<file path="config.mk">
export PLATFORM = sky130hd
export DESIGN_NAME = desc_cmd_seq
export DESIGN_NICKNAME = d
export VERILOG_FILES = /design/src/rtl/desc_cmd_seq.sv
export SDC_FILE = /design/constraint.sdc
export NUM_CORES = 1
export LEC_CHECK = 0
export ABC_AREA = 1
export ABC_CLOCK_PERIOD_IN_PS = 3000
export CAP_MARGIN = 25
export CORE_ASPECT_RATIO = 1.75
export CORE_UTILIZATION = 51
export CTS_CLUSTER_DIAMETER = 30
export DETAILED_ROUTE_END_ITERATION = 10
export PLACE_DENSITY = 0.87
export SETUP_SLACK_MARGIN = 0.3
export SYNTH_ARGS = -nofsm -noshare
export SYNTH_HDL_FRONTEND = slang
export SYNTH_SLANG_ARGS = --single-unit
</file>
<file path="constraint.sdc">
create_clock -name clk -period 3 [get_ports clk]
set_input_delay 0.45 -clock clk [delete_from_list [all_inputs] [get_ports clk]]
set_output_delay 0.45 -clock clk [all_outputs]
set_load 0.02 [all_outputs]
</file>
<file path="src/rtl/desc_cmd_seq.sv">
module desc_cmd_seq #(
  parameter int ACT_BIT  = 10,
  parameter int WAKE_BIT = 8,
  parameter int DESC_BYTES = 16
) (
  input  logic        clk,
  input  logic        rst_n,
  input  logic        ptr_wr_en,
  input  logic [31:0] ptr_wr_data,
  output logic [31:0] cmd_ptr,
  input  logic [15:0] status_in,
  input  logic [31:0] sel_word,
  output logic        clr_active,
  output logic        clr_wake,
  input  logic        dev_present,
  output logic        mem_req,
  output logic        mem_we,
  output logic [31:0] mem_addr,
  output logic [31:0] mem_wdata,
  input  logic        mem_ack,
  input  logic [31:0] mem_rdata,
  output logic        xfer_req,
  output logic        xfer_in,
  output logic        xfer_last,
  output logic [31:0] xfer_addr,
  output logic [15:0] xfer_len,
  input  logic        xfer_done,
  input  logic [15:0] xfer_resid
);
  localparam logic [31:0] STRIDE   = 32'(DESC_BYTES);
  localparam logic [31:0] ALIGN    = ~(STRIDE - 32'd1);
  localparam logic [31:0] OFS_DEP  = STRIDE - 32'd8;
  localparam logic [31:0] OFS_STAT = STRIDE - 32'd4;

  typedef enum logic [3:0] {
    S_IDLE, S_FETCH, S_EXEC, S_XFER, S_LDR, S_LDW, S_STW, S_WB, S_WAIT
  } st_t;

  st_t         state;
  logic [1:0]  beat;
  logic [31:0] ptr, daddr, dep, ld_data;
  logic [15:0] req_cnt, resid;
  logic [3:0]  op;
  logic [1:0]  brc, wtc;
  logic        wake_q;

  wire active = status_in[ACT_BIT];
  wire wake   = status_in[WAKE_BIT];
  wire cond   = ((status_in & sel_word[31:16]) == (sel_word[15:0] & sel_word[31:16]));
  wire hold   = !wake && (wtc == 2'd3 || (wtc == 2'd1 && cond) || (wtc == 2'd2 && !cond));
  wire take   = brc == 2'd3 || (brc == 2'd1 && cond) || (brc == 2'd2 && !cond);
  wire is_io  = op[3:2] == 2'b00;
  wire is_st  = op == 4'd4;
  wire is_ld  = op == 4'd5;

  assign cmd_ptr    = ptr;
  assign clr_wake   = wake_q;
  assign clr_active = state == S_EXEC && !is_io && !is_st && !is_ld;
  assign mem_req    = state inside {S_FETCH, S_LDR, S_LDW, S_STW, S_WB};
  assign mem_we     = state inside {S_LDW, S_STW, S_WB};
  assign xfer_req   = state == S_XFER;
  assign xfer_in    = op[1];
  assign xfer_last  = op[0];
  assign xfer_addr  = daddr;
  assign xfer_len   = req_cnt;

  always_comb begin
    mem_addr  = ptr;
    mem_wdata = 32'd0;
    case (state)
      S_FETCH:     mem_addr = ptr + {28'd0, beat, 2'b00};
      S_LDR:       mem_addr = daddr;
      S_STW: begin mem_addr = daddr;          mem_wdata = dep;                end
      S_LDW: begin mem_addr = ptr + OFS_DEP;  mem_wdata = ld_data;            end
      S_WB:  begin mem_addr = ptr + OFS_STAT; mem_wdata = {status_in, resid}; end
      default: ;
    endcase
  end

  always_ff @(posedge clk) begin
    if (!rst_n) begin
      state <= S_IDLE; beat <= '0; ptr <= '0; daddr <= '0; dep <= '0;
      ld_data <= '0; req_cnt <= '0; resid <= '0; op <= '0; brc <= '0;
      wtc <= '0; wake_q <= 1'b0;
    end else begin
      wake_q <= 1'b0;
      case (state)
        S_IDLE:
          if (ptr_wr_en) ptr <= ptr_wr_data & ALIGN;
          else if (active) begin
            beat <= '0; wake_q <= 1'b1; state <= S_FETCH;
          end
        S_FETCH:
          if (mem_ack) begin
            case (beat)
              2'd0: begin
                req_cnt <= mem_rdata[15:0]; op <= mem_rdata[31:28];
                brc <= mem_rdata[19:18];    wtc <= mem_rdata[17:16];
              end
              2'd1: daddr <= mem_rdata;
              2'd2: dep <= mem_rdata;
              default: ;
            endcase
            beat <= beat + 2'd1;
            if (beat == 2'd3) state <= S_EXEC;
          end
        S_EXEC:
          if (is_io) begin
            if (dev_present) state <= S_XFER;
            else begin resid <= req_cnt; state <= S_WB; end
          end else if (is_st) begin resid <= '0; state <= S_STW; end
          else if (is_ld) begin resid <= '0; state <= S_LDR; end
          else state <= S_IDLE;
        S_XFER:
          if (xfer_done) begin resid <= xfer_resid; state <= S_WB; end
        S_LDR:
          if (mem_ack) begin ld_data <= mem_rdata; state <= S_LDW; end
        S_LDW, S_STW:
          if (mem_ack) state <= S_WB;
        S_WB:
          if (mem_ack) state <= S_WAIT;
        S_WAIT:
          if (!hold) begin
            ptr   <= take ? (dep & ALIGN) : ptr + STRIDE;
            state <= S_IDLE;
          end
        default: state <= S_IDLE;
      endcase
    end
  end
endmodule

</file>
==> results of run 1 <==
## worst max-delay path: stages (launching register included)
cell,delay (ps)
dfxtp_1,380
inv_1,120
nor3_2,350
nand2_1,160
nor3_1,240
nand2_1,80
nand2_1,80
o211ai_1,90
dlygate4sd2_1,330
## worst min-delay path by stage
stage                      from           to  cells after the start
floorplan            ld_data[0]   ld_data[0]                      2
global placement    ld_data[13]  ld_data[13]                      2
detailed placement   ld_data[2]   ld_data[2]                      2
CTS                  ld_data[2]   ld_data[2]                      2
global route             dep[1]       dep[1]                      2
finish                   dep[1]       dep[1]                      2
## power breakdown
group | leakage [nW] | switching, W | internal (W)
Combinational | 3.39 | 0.00293 | 0.00176
Clock | 0.294 | 0.00111 | 0.00113
Sequential | 1.39 | 0.000348 | 0.00271
## cells in the final DEF (no fill, tap or decap), types with 7 or more instances in the layout
master           count
dlygate4sd2_1       15
nor2_1             126
nand3_1             78
nand3_2              9
clkdlybuf4s50_1    211
nand2_1            267
buf_2                7
buf_4               45
nor3_1              12
o21ai_0            185
inv_2               14
xor2_1              17
o221ai_1            36
clkbuf_2            26
a21oi_1            171
nor2_4              10
clkbuf_16           17
dfxtp_1            165
nand2_2              8
inv_1              157
## repair_timing
item | CTS | global route
resized for setup | 94 | 130
setup buffers | 1 | 5
hold buffers | 0 | 0
endpoints found under the setup margin | 65 | 59
gates cloned | 1 | 0
pin swaps | 1 | 4
## metal layers
metal	track usage (%)	vias up	part of all wire (%)
li1	-	5164	-
met1	40.5	5012	35
met2	67.7	636	51
met3	4.77	154	6.9
met4	25.9	0	6.9
met5	0	-	0
## per-stage QoR
stage / util, % / instances
after floorplan: - / 1405
after global placement: 69.9 / 1870
after detailed placement: 69.9 / 1870
after CTS: 73.3 / 1904
after global routing: 73.4 / 1909
final: 73.4 / 1909
## layout make-up
class | count | area, µm² | area share (%)
clock inverters | 15 | 175 | 1.35
inverters | 174 | 657 | 5.08
clock buffers | 17 | 425 | 3.29
repair buffers | 324 | 2990 | 23.1
well taps | 231 | 289 | 2.24
flip-flops and latches | 171 | 3430 | 26.6
multi-input cells | 977 | 4960 | 38.3
## registers in the layout, summed over array words and instances, names as in the netlist
name	count
beat	2
brc	2
clr_wake	1
cmd_ptr	28
dep	32
ld_data	32
op	4
resid	16
state	4
wtc	2
xfer_addr	32
xfer_len	16
## synth_stat cells (2+ instances only)
master and count:
nand2_1 271, o21ai_0 186, a21oi_1 173, dfxtp_1 171, inv_1 160, nor2_1 132
nand3_1 79, clkbuf_1 57, o221ai_1 40, xor2_1 17, buf_2 14, nor3_1 13
inv_2 12, nand3_2 8, buf_4 6, ha_1 6, o21ai_1 5, buf_6 4
nand2_2 4, nor2_4 4, nor3_2 4, o211ai_1 4, nand2_4 3, nand3b_1 3
nor2_2 3, o21ai_2 3, a211oi_1 2, buf_1 2, clkinv_1 2, o2111ai_1 2
## logic make-up (layout without fill, tap and decap cells)
family	count (synthesis)	after routing	share of synthesized area, %
AND/OR/NAND/NOR	529	529	24.7
AO/OA/AOI/OAI	420	420	24.8
buffers and inverters	257	530	11.1
flip-flops	171	171	36.9
XOR/XNOR	17	17	1.60
adder cells (fa/ha/maj)	6	6	0.809
other	1	5	0.0404
==> out/metrics.csv, run 1 <==
metric;value;unit
Post-Layout Inst Area;12900;µm²
CTS Buf Count;17;
setup slack after layout;280;ps
ant diodes;0;
Worst Path Arrival;2270;ps
Antenna Violating Nets Remaining;0;
Setup crit end kind;primary output;
R2R depth;11;
Synth Flop Type;dfxtp_1;
final hold vios;0;
status;finished clean;
first-pass GRT wire length;55200;µm
fin crit share;90.7;%
number of fill cells;1467;
Synth top area share;36.9;%
max_slew headroom;40.5;%
drt pass-1 iters;7;
capturing point of the worst reg2reg path;cmd_ptr[27];
reg2reg setup slack;840;ps
Max-Cap Viols;0;
leakage;5.08;nW
fin nets;1805;
Syn Inst Count;1401;
Avg Cell Area, Syn;6.63;µm²
Root Driver;clkbuf_16;
Vias/cell;5.74;
CTS sink cnt;171;
grt ovf;0;
via count;11000;
Crit Reg-Reg Startpoint;cmd_ptr[4];
Tot Pwr;0.00999;W
f_max;368;MHz
WL final;36000;µm
row count;64;
CTS tree;yes;
Worst Skew;16.5;ps
DIE WIDTH;104;µm
Distinct cells, synth;41;
Starting Density;52.7;%
worst setup path end;mem_addr[30];
Ports;285;
Worst EP required;2550;ps
Post-route DRC;0;
Final min period;2720;ps
RSZ-0062 raised after global routing;yes;
largest net degree at the start of global routing;126;
Iteration-0 DRC Markers;841;
ys async rst share;0;%
vias in the first global route;10600;
Slew Limit Fails;0;
Post-synth EDFFs;0;
port bufs;276;
Post-Place Worst Slack;84.4;ps
number of synthesized register bits;171;
largest area contributor in the netlist;dfxtp_1;
dpl cell area;12300;µm²
sequential share of the synthesized area;36.9;%
Clock Latency Late Sink;440;ps
CTS Buffer Depth;2;
Tightest Pin Transition;893;ps
Mapped Area;9280;µm²
startpoint types;flop;
Die ar.;18800;µm²
Final Setup Violations;0;
CP Class;reg -> out;
critical path launch point;cmd_ptr[21];
power density cells;772;nW/µm²
area of the core;17600;µm²
HPWL after detailed placement;26600;µm
hold slack;455;ps
clock-pin slew on the worst setup and hold paths;80;ps
Die Span Y;180;µm
H-tree depth;4;
Final GP Congestion;1.03;
synthesis-to-finish area growth;39.3;%
critical path peak fanout;4;
Worst VDD drop;0.514;mV
Setup TNS;0;ps
Area contributors post-synth;dfxtp_1, nand2_1, o21ai_0, a21oi_1, inv_1;
Ys Warns;0;
class of the worst hold path;reg -> reg;
initial antenna violation count;0;
Routed WL per cell;18.9;µm
GR Util All Layers;37.6;%
share of layout cells above drive strength 1;11.3;%
No activity file was read; power rests on OpenSTA's default activity.
==> inputs of run 2 (changes only) <==
Settings changed: ABC_CLOCK_PERIOD_IN_PS 3000 to 2950, CORE_UTILIZATION 51 to 48, PLACE_DENSITY 0.87 to 0.83.
Clock period 3 ns to 2.95 ns, I/O delays scaled along.
==> run 2 against run 1 <==
Global-route usage fell by 2.2 points. Cell area rose by 2.2%. Core utilization fell by 3.9 points. Worst setup slack got worse by 120 ps. Via count fell by 0.61%. Sequential power rose by 2%. Combinational power rose by 5.5%. Routed wire length rose by 1.0%.
==> out/metrics.csv, run 2 (synthesis gave the netlist of run 1 again) <==
metric;value;unit;change
status;finished clean;;
Worst Path Arrival;2350;ps;+80 ps
GR peak layer;met2;;
f_max;358;MHz;
CTS Buf Count;17;;unchanged
initial antenna violation count;0;;unchanged
Iteration-0 DRC Markers;883;;+5.0%
WL final;36400;µm;+1.0%
H-tree depth;4;;unchanged
class of the worst hold path;reg -> reg;;
hold slack;458;ps;+2.16 ps
Final Setup Violations;0;;unchanged
Final min period;2790;ps;
area of the core;19000;µm²;+8.0%
via count;10900;;-0.61%
DIE WIDTH;107;µm;+3.0%
HPWL after detailed placement;26500;µm;-0.60%
Die Span Y;186;µm;+3.0%
CTS tree;yes;;
Antenna Violating Nets Remaining;0;;unchanged
clock-pin slew on the worst setup and hold paths;80;ps;about the same
Tightest Pin Transition;893;ps;+0.302 ps
met1 Usage GRT;39.4;%;-1.0 points
Vias/cell;5.63;;-2.0%
Max-Cap Viols;0;;unchanged
fin crit share;94.7;%;
Worst EP required;2510;ps;-40 ps
port bufs;276;;unchanged
most common cell after layout, fill and taps aside;nand2_1;;
critical path peak fanout;15;;+11
Die ar.;19900;µm²;+6.2%
Routed WL per cell;18.8;µm;-0.39%
vias in the first global route;10100;;-4.7%
setup slack after layout;157;ps;-124 ps
M3 GR Usage;4.13;%;-0.64 points
Worst VDD drop;0.436;mV;-15%
synthesis-to-finish area growth;42.4;%;
largest net degree at the start of global routing;126;;unchanged
Setup crit end kind;primary output;;
final hold vios;0;;unchanged
fin nets;1822;;+0.94%
share of layout cells above drive strength 1;12.2;%;+0.95 points
Worst Skew;13.2;ps;-3.34 ps
most frequent cells in the layout;nand2_1, clkdlybuf4s50_1, o21ai_0;;
Clock Latency Late Sink;440;ps;about the same
first-pass GRT wire length;53600;µm;-3.0%
ant diodes;0;;unchanged
Ports;285;;unchanged
CTS Buffer Depth;2;;unchanged
startpoint types;flop;;
GR Util All Layers;35.4;%;-2.2 points
Post-Place Worst Slack;80.1;ps;-4.32 ps
RSZ-0062 raised after global routing;yes;;
CP Class;reg -> out;;
grt ovf;0;;unchanged
drt pass-1 iters;6;;-1
Post-route DRC;0;;unchanged
max_slew headroom;40.4;%;about the same
Final GP Congestion;0.982;;-4.6%
Root Driver;clkbuf_16;;
CTS sink cnt;171;;unchanged
Slew Limit Fails;0;;unchanged
leakage;5.21;nW;+2.6%
GR Layer Usage met2;62.3;%;-5.4 points
row count;67;;+4.7%
Starting Density;48.8;%;-3.9 points
power density cells;785;nW/µm²;+1.6%
Setup TNS;0;ps;unchanged
Tot Pwr;0.0104;W;+3.8%
run 2: what timing repair did:
item | CTS | global route
gates resized for setup | 135 | 106
cloned | 0 | 2
pin swaps | 3 | 7
setup buffers | 4 | 10
hold buffers | 0 | 0
setup endpoints to repair | 64 | 62
run 2: final timing paths:
path	to	cells after the start	slack, ps	from
max reg2reg	state[0]	9	560	state[2]
max	mem_addr[27]	8	160	state[2]
min	ld_data[9]	2	460	ld_data[9]
min reg2reg	ld_data[9]	2	460	ld_data[9]
run 2: per-layer routing:
metal | routed length [µm] | share of wire [%] | vias to the layer above
met5 | 0 | 0 | -
met1 | 13200 | 36 | 4968
met4 | 2740 | 7.5 | 0
met3 | 2380 | 6.5 | 149
met2 | 18100 | 50 | 588
li1 | - | - | 5194
run 2: where the power goes:
group	internal [W]	leakage (nW)	switching [W]	total, W
clock network	0.00116	0.296	0.00115	0.00231
registers	0.00276	1.39	0.000352	0.00311
logic	0.00190	3.53	0.00305	0.00495
run 2: critical path, cell delays in order (launching register included):
cell,delay (ps)
dfxtp_4,390
inv_2,60
nor2_4,130
inv_4,80
nor2_2,210
buf_6,240
nand2_1,90
o21ai_0,90
clkdlybuf4s50_1,630
run 2: per-stage QoR:
step	utilization, %	std cells	area [µm²]
final	69.4	1936	13200
after global routing	69.4	1936	13200
after CTS	68.7	1924	13100
after detailed placement	65.2	1888	12400
after global placement	65.2	1888	12400
after floorplan	-	1405	9300
run 2: cell type report:
cell class | count | area [µm²]
clock buffer | 17 | 425
clock inverter | 15 | 181
fill | 1611 | 5820
inverter | 174 | 658
multi-input combinational | 977 | 4980
sequential | 171 | 3430
tap | 241 | 302
timing repair buffer | 341 | 3240
==> inputs of run 3 (changes only) <==
Settings changed: CORE_MARGIN set to 2, SLEW_MARGIN set to 10.
==> run 3 against run 2 <==
Register-to-register slack about the same. Clock skew increased by 2.4 ps. Flip-flop and latch count unchanged. Core utilization decreased by 0.33 points. Cell count increased by 0.15%. Routed wire length decreased by 0.22%. Sequential share of layout area increased by 0.095 points. Clock power about the same. Combinational power decreased by 1%. Die area increased by 3.0%. Sequential power decreased by 1%. First-iteration DRC count decreased by 8.6%. Critical endpoint is now xfer_req. Highest routed layer unchanged.
==> out/metrics.csv, run 3 (synthesis gave the netlist of run 1 again) <==
metric;value;unit;change
status;finished clean;;
CP top delay family;buffers and inverters;;
critical path, cell by cell;buf_4 > nor2_4 > inv_2 > nor2_1 > clkdlybuf4s50_1;;
drt pass-1 iters;7;;+1
grt ovf;0;;unchanged
RSZ-0062 raised after global routing;yes;;
Root Driver;clkbuf_16;;
startpoint types;flop;;
Max-Cap Viols;0;;unchanged
row count;67;;unchanged
most frequent cells in the layout;nand2_1, clkdlybuf4s50_1, o21ai_0;;
Setup TNS;0;ps;unchanged
Buf/Inv on CP;3;;-1
HPWL after detailed placement;27600;µm;+4.3%
CTS Buffer Depth;2;;unchanged
DIE WIDTH;109;µm;+1.9%
Routed WL per cell;18.7;µm;-0.37%
clock-pin slew on the worst setup and hold paths;80;ps;about the same
Worst VDD drop;0.506;mV;+16%
CTS tree;yes;;
f_max;380;MHz;+6.1%
via count;10900;;+0.39%
dpl cell area;12500;µm²;+0.50%
final hold vios;0;;unchanged
largest net degree at the start of global routing;80;;-37%
Post-route DRC;0;;unchanged
ant diodes;0;;unchanged
Iteration-0 DRC Markers;807;;-8.6%
most common cell after layout, fill and taps aside;nand2_1;;
critical path peak fanout;4;;-11
share of layout cells above drive strength 1;11.4;%;-0.85 points
CTS sink cnt;171;;unchanged
Vias/cell;5.64;;+0.23%
Crit Reg-Reg Startpoint;state[2];;
vias in the first global route;10600;;+5.3%
Finished Core Util;69.1;%;-0.33 points
Worst EP required;2510;ps;about the same
fin nets;1825;;+0.16%
leakage;5.14;nW;-1.4%
Die ar.;20500;µm²;+3.0%
Clock Latency Late Sink;440;ps;about the same
CP Class;reg -> out;;
fin crit share;89.2;%;-5.5 points
worst setup path end;xfer_req;;
Worst Path Arrival;2190;ps;-160 ps
Final min period;2630;ps;-161 ps
class of the worst hold path;reg -> reg;;
Die Span Y;188;µm;+1.1%
max_slew headroom;39.4;%;-1.0 points
Final Setup Violations;0;;unchanged
Worst Skew;15.6;ps;+2.39 ps
setup slack after layout;318;ps;+161 ps
power density cells;782;nW/µm²;-0.36%
Post-Layout Inst Area;13200;µm²;-0.47%
Post-CTS Hold Buffers;0;;unchanged
Post-Place Worst Slack;153;ps;+72.8 ps
initial antenna violation count;0;;unchanged
Tightest Pin Transition;909;ps;+15.6 ps
H-tree depth;4;;unchanged
Max stage delay on crit path;730;ps;+100 ps
first-pass GRT wire length;56000;µm;+4.7%
CTS Buf Count;17;;unchanged
capturing point of the worst reg2reg path;ld_data[15];;
Setup crit end kind;primary output;;
Antenna Violating Nets Remaining;0;;unchanged
area of the core;19000;µm²;unchanged
R2R depth;10;;+1
CP Depth;5;;-3
GR Util All Layers;35.5;%;+0.12 points
critical path launch point;state[2];;
Final GP Congestion;0.962;;-2.1%
slowest stage cell on the critical path;clkdlybuf4s50_1;;
Starting Density;48.8;%;unchanged
port bufs;276;;unchanged
WL final;36300;µm;-0.22%
Ports;285;;unchanged
reg2reg setup slack;550;ps;about the same
synthesis-to-finish area growth;41.7;%;
Slew Limit Fails;0;;unchanged
[run 3: changes by cell type in the layout (fill, tap and decap cells not counted), moves of 3 or more]
cell | previous run | this run
dlymetal6s2s_1 | 7 | 0
dlygate4sd2_1 | 12 | 29
buf_6 | 6 | 3
inv_8 | 5 | 2
clkdlybuf4s50_1 | 214 | 211
buf_2 | 11 | 8
buf_4 | 55 | 64
clkbuf_2 | 15 | 12
o221ai_1 | 34 | 37
o221ai_2 | 6 | 2
clkinv_8 | 4 | 7
[run 3: what timing repair did]
item / CTS / global route
gates resized for setup: 135 / 58
setup endpoints to repair: 65 / 65
setup buffers: 4 / 5
pin swaps: 1 / 4
[run 3: power by group]
part / leakage (nW) / internal (W) / total, W / switching, W
clock: 0.299 / 0.00116 / 0.00231 / 0.00116
sequential: 1.39 / 0.00275 / 0.00307 / 0.000320
combinational: 3.45 / 0.00186 / 0.00489 / 0.00303
[run 3: worst reg2reg max path: cells and delay by family (launching register included)]
kind	cells	cell delay [ps]
buffers and inverters	5	850
and+or+nand+nor	3	760
DFF	1	340
AOI/OAI and AO/OA	2	320
[run 3: layout make-up]
type                            count  area, µm²
Tap cell                          241        302
Clock inverter                     15        196
Clock buffer                       17        425
Sequential cell                   171       3430
Multi-Input combinational cell    977       4950
Inverter                          174        653
Fill cell                        1682       5880
Timing Repair Buffer              344       3200
[run 3: worst min-delay path by stage]
stage | from | endpoint | slack, ps | cells after the start
global placement | ld_data[1] | ld_data[1] | 440 | 2
CTS | ld_data[4] | ld_data[4] | 460 | 2
global route | ld_data[3] | ld_data[3] | 480 | 2
detailed placement | ld_data[0] | ld_data[0] | 450 | 2
finish | ld_data[2] | ld_data[2] | 460 | 2
floorplan | ld_data[0] | ld_data[0] | 430 | 2
[run 3: per-layer routing]
metal | vias to the layer above | wire length, µm | GRT usage, %
li1 | 5190 | - | -
met1 | 4992 | 12800 | 39.1
met2 | 599 | 18100 | 61.5
met3 | 160 | 2420 | 5.01
met4 | 0 | 3010 | 24.1
met5 | - | 0 | 0
[run 3: metrics by stage]
step | hold slack, ps | std cells | power, W
floorplan | 429 | 1405 | 0.00575
global placement | 439 | 1898 | 0.00782
detailed placement | 448 | 1898 | 0.00789
CTS | 458 | 1934 | 0.0101
global route | 477 | 1939 | 0.0108
finish | 458 | 1939 | 0.0103
